<file path="config.mk">
export PLATFORM = sky130hd
export DESIGN_NAME = carry_sel_unit
export DESIGN_NICKNAME = d
export VERILOG_FILES = /design/src/rtl/carry_sel_pkg.sv /design/src/rtl/cy_src_decode.sv /design/src/rtl/cy_result_mux.sv /design/src/rtl/cy_edge_steer.sv /design/src/rtl/cy_hold_reg.sv /design/src/rtl/carry_sel_unit.sv
export SDC_FILE = /design/constraint.sdc
export NUM_CORES = 1
export LEC_CHECK = 0
export ABC_AREA = 1
export BUFFER_PORTS_ARGS = -buffer_cell sky130_fd_sc_hd__buf_2
export CORE_AREA = 2 2 39 41
export CTS_CLUSTER_DIAMETER = 50
export DETAILED_ROUTE_END_ITERATION = 7
export DIE_AREA = 0 0 41 43
export GPL_TIMING_DRIVEN = 0
export HOLD_SLACK_MARGIN = 0.02
export PLACE_DENSITY = 0.41
export SETUP_SLACK_MARGIN = 0.1
export SLEW_MARGIN = 0
export SYNTH_ARGS = -nofsm -noshare
export SYNTH_HDL_FRONTEND = slang
export SYNTH_SLANG_ARGS = --single-unit
</file>
<file path="constraint.sdc">
create_clock -name clk -period 1.6 [get_ports clk]
set_clock_uncertainty 0.1 [all_clocks]
set_input_delay 0 -clock clk [delete_from_list [all_inputs] [get_ports clk]]
set_output_delay 0 -clock clk [all_outputs]
set_load 0.05 [all_outputs]
</file>
<file path="src/rtl/carry_sel_pkg.sv">
package carry_sel_pkg;

  // number of carry result sources and their positions in the enable vector
  localparam int NUM_SRC  = 4;
  localparam int SRC_ALU  = 0;
  localparam int SRC_DAA  = 1;
  localparam int SRC_FLAG = 2;
  localparam int SRC_ACT  = 3;

  // OR of every enabled source; zero when nothing is enabled
  function automatic logic merge_sources(input logic [NUM_SRC-1:0] en,
                                         input logic [NUM_SRC-1:0] val);
    return |(en & val);
  endfunction

  // ALU carry-in steering: held carry wins, then flag (optionally inverted), then constant
  function automatic logic steer_cin(input logic use_held,
                                     input logic use_flag,
                                     input logic inv,
                                     input logic flag,
                                     input logic held);
    logic r;
    if (use_held)      r = held;
    else if (use_flag) r = flag ^ inv;
    else               r = inv;
    return r;
  endfunction

endpackage

</file>
<file path="src/rtl/cy_src_decode.sv">
module cy_src_decode
  import carry_sel_pkg::*;
#(
  parameter bit ONE_HOT_SEL = 1'b1,
  parameter int SEL_W       = NUM_SRC
) (
  input  logic [SEL_W-1:0]   sel,
  output logic [NUM_SRC-1:0] en
);

  generate
    if (ONE_HOT_SEL) begin : g_onehot
      assign en = sel[NUM_SRC-1:0];
    end else begin : g_coded
      for (genvar i = 0; i < NUM_SRC; i++) begin : g_cmp
        assign en[i] = (sel == SEL_W'(i + 1));
      end
    end
  endgenerate

endmodule

</file>
<file path="src/rtl/cy_result_mux.sv">
module cy_result_mux
  import carry_sel_pkg::*;
(
  input  logic [NUM_SRC-1:0] en,
  input  logic [NUM_SRC-1:0] val,
  input  logic               inv,
  output logic               pre,
  output logic               res
);

  always_comb begin
    pre = merge_sources(en, val);
    res = pre ^ inv;
  end

endmodule

</file>
<file path="src/rtl/cy_edge_steer.sv">
module cy_edge_steer
  import carry_sel_pkg::*;
(
  input  logic shared_sel,
  input  logic use_flag,
  input  logic inv,
  input  logic flag,
  input  logic held,
  input  logic act_lsb,
  output logic cin,
  output logic shr
);

  always_comb begin
    cin = steer_cin(shared_sel, use_flag, inv, flag, held);
    shr = shared_sel ? act_lsb : flag;
  end

endmodule

</file>
<file path="src/rtl/cy_hold_reg.sv">
module cy_hold_reg #(
  parameter bit RESET_VAL = 1'b0
) (
  input  logic clk,
  input  logic rst_n,
  input  logic cap,
  input  logic d,
  output logic q
);

  always_ff @(posedge clk or negedge rst_n) begin
    if (!rst_n)   q <= RESET_VAL;
    else if (cap) q <= d;
  end

endmodule

</file>
<file path="src/rtl/carry_sel_unit.sv">
module carry_sel_unit
  import carry_sel_pkg::*;
#(
  parameter bit ONE_HOT_SEL = 1'b1,
  localparam int SEL_W = ONE_HOT_SEL ? NUM_SRC : $clog2(NUM_SRC + 1)
) (
  input  logic             clk,
  input  logic             rst_n,
  input  logic [SEL_W-1:0] res_sel,
  input  logic             xor_res,
  input  logic             alu_c7,
  input  logic             daa_hi_ge10,
  input  logic             act_b0,
  input  logic             cy_flag,
  input  logic             cin_flag_sel,
  input  logic             xor_cin,
  input  logic             hold_rot_sel,
  input  logic             hold_cap,
  output logic             cy_res,
  output logic             cy_in,
  output logic             shr_in
);

  // named internal events, visible to the bound checker
  logic [NUM_SRC-1:0] src_en;
  logic [NUM_SRC-1:0] src_val;
  logic               res_pre;
  logic               held_cy;

  always_comb begin
    src_val           = '0;
    src_val[SRC_ALU]  = alu_c7;
    src_val[SRC_DAA]  = daa_hi_ge10;
    src_val[SRC_FLAG] = cy_flag;
    src_val[SRC_ACT]  = act_b0;
  end

  cy_src_decode #(
    .ONE_HOT_SEL (ONE_HOT_SEL),
    .SEL_W       (SEL_W)
  ) u_dec (
    .sel (res_sel),
    .en  (src_en)
  );

  cy_result_mux u_res (
    .en  (src_en),
    .val (src_val),
    .inv (xor_res),
    .pre (res_pre),
    .res (cy_res)
  );

  cy_hold_reg #(
    .RESET_VAL (1'b0)
  ) u_hold (
    .clk   (clk),
    .rst_n (rst_n),
    .cap   (hold_cap),
    .d     (alu_c7),
    .q     (held_cy)
  );

  cy_edge_steer u_edge (
    .shared_sel (hold_rot_sel),
    .use_flag   (cin_flag_sel),
    .inv        (xor_cin),
    .flag       (cy_flag),
    .held       (held_cy),
    .act_lsb    (act_b0),
    .cin        (cy_in),
    .shr        (shr_in)
  );

endmodule

</file>
==> metrics.md <==
| Metric | Value |
|---|---|
| Synthesized flop and latch total | 1 |
| Antenna cells | 0 |
| Final period util | 52.22% |
| GRT overflow | 0 |
| Comb power frac | 72.2% |
| First-pass GRT wire length | 524 um |
| Leading area contributor after synthesis | nand2_1 |
| Most used DFF post-synth | dfrtp_1 |
| Clock-pin slew on the worst setup and hold paths | 0 ns |
| Die H | 43 um |
| Placement Cell Area | 226.5 um^2 |
| Run status | completed |
| Top flop regs | u_hold.q (1) |
| I/O pin count | 18 |
| DR pass1 iterations | 1 |
| FF+latch area | 25.02 um^2 |
| Setup bufs post-CTS | 0 |
| Dpl ws | 0.7520 ns |
| Achievable clock frequency | 1197 MHz |
| Die Area | 0.001763 mm^2 |
| Worst setup margin | 0.7645 ns |
| Int Power | 0.05462 mW |
| Clock Latency Late Sink | 0 ns |
| Fin crit period | 0.8355 ns |
| Worst Hold Class | primary input to register |
| Synth cell count leaders | 14 x nand2_1, 4 x inv_1, 2 x nand3_1, 2 x o21ai_0 |
| Final core occ | 17.09% |
| Max cap viols | 0 |
| Initial antenna violation count | 0 |
| Drt wl/cell | 6.085 um |
| Via count | 196 |
| Top-area cell type share of the netlist area | 43.30% |
| Hold-fix buffer count after cts | 1 |
| Fillers | 167 |
| Final setup viols | 0 |
| Slowest CP cell | dfrtp_1 |
| Total negative slack | 0 ns |
| Ys Warns | 0 |
| Number of synthesized flops with an enable pin | 0 |
| ANT nets after route | 0 |
| CP Data Required Time | 1.50 ns |
| Slew HR | 83.56% |
| NetSw | 0.04759 mW |
| Iteration-0 DRC Markers | 0 |
| Vias in the first global route | 146 |
| Share of cells above drive strength 1 | 39.53% |
| Cts repair resizes | 0 |
| PD cells | 432.2 mW/mm^2 |
| Core box area | 0.001384 mm^2 |
| Sw frac | 46.56% |
| Clk pwr share | 0% |
| Final Instance Area | 236.5 um^2 |
| Largest net degree at the start of global routing | 5 |
| DIE WIDTH | 41 um |
| Cells along the critical path | inv_1 -> o21ai_1 -> buf_2 |
| Crit Path Max Fanout | 2 |
| Synth area leaders | nand2_1 43%, dfrtp_1 21%, inv_1 12%, nand3_1 8.2%, o21ai_0 8.2% |
| Post-Route WL | 359 um |
| Syn Inst Count | 25 |
| Max rail drop VDD | 0.1423 mV |
| Critical Path End Type | primary output |
| Slew Viols, Final | 0 |
| Flop pwr share | 27.8% |
| Vias per Instance | 3.322 |
| Final #Nets | 60 |
| Multi-input logic area | 81.33 um^2 |
| P&R area growth vs syn | 94.85% |
| Slew at the pin closest to its max-slew limit | 0.2483 ns |
| P_leak | 0.1528 nW |
| Ys async rst share | 100.0% |
| Rows | 14 |
| CP top delay family | buffers and inverters |
| Synth cell types | 7 |
| CP startpoint kind | register |
| Mapped Area | 121.4 um^2 |
| DRC Markers | 0 |
| Initial Utilization | 8.770% |
| Synthesized area per cell | 4.855 um^2 |
| Final Power | 0.1022 mW |
| Sequential area share after synthesis | 20.62% |
| Kind of critical path | register to primary output |
| Number of flip-flops in the largest register | 1 |
| Final hold violations | 0 |
| Synth Net Count | 40 |
| PortBufs | 17 |
| Routability congestion estimate | 0.5348 |
| Largest stage delay on the critical path | 0.30 ns |
| Buf/Inv on CP | 2 |
| RSZ-0062 raised after global routing | no |
| Biggest register | u_hold.q |
| Top-count cell post-synth | nand2_1 |
| Worst EP arrival | 0.74 ns |
| GR Util All Layers | 3.904% |
-- kinds of logic (layout without fill, tap and decap cells) --
kind of cell,after synthesis,count (layout),share of synthesized area [%]
compound gates,3,3,12.37
simple gates,17,17,54.64
buf+inv,4,22,12.37
flops,1,1,20.62
-- cell type report --
type | instances | area share, %
multi-input combinational | 20 | 34.39
tap | 16 | 8.466
sequential | 1 | 10.58
inverter | 4 | 6.349
timing repair buffer | 18 | 40.21
-- per-stage QoR --
stage / hold WS, ns / cells
detailed placement: -0.3237 / 58
global route: 0.1294 / 59
global placement: -0.3229 / 58
CTS: 0.1088 / 59
finish: 0.1065 / 59
floorplan: -0.3956 / 25
-- placed cells by master (no fill, tap or decap) --
cell type      instances
nor2_1                 1
dfrtp_1                1
buf_2                 17
nand2_1               14
dlygate4sd3_1          1
nand3_1                2
inv_1                  4
o21ai_0                1
o21ai_1                2
-- power groups by stage --
stage	Sequential [mW]	Combinational (mW)	Clock [mW]
3_3_place_gp	0.0284	0.0726	0
5_1_grt	0.0287	0.0822	0
4_1_cts	0.0284	0.0751	0
2_1_floorplan	0.0284	0.0442	0
3_5_place_dp	0.0284	0.0730	0
6_report	0.0284	0.0738	0
-- routing by layer --
metal / wire length [um] / global-route usage [%]
met4: 0 / 0
met2: 142 / 5.625
met3: 52 / 0
met5: 0 / 0
met1: 165 / 6.688
-- final timing paths --
| kind | startpoint | to | slack [ns] | cells after the start |
|---|---|---|---|---|
| worst min register to register | u_hold.q | u_hold.q | 0.42 | 2 |
| worst max register to register | u_hold.q | u_hold.q | 0.90 | 2 |
| worst max-delay path | u_hold.q | cy_in | 0.76 | 3 |
| worst min-delay path | hold_cap | u_hold.q | 0.11 | 2 |
| max in group asynchronous | rst_n | u_hold.q | 1.10 | 2 |
| min in group asynchronous | rst_n | u_hold.q | 0.21 | 2 |
Note: power is estimated with default switching activity, not from simulation.
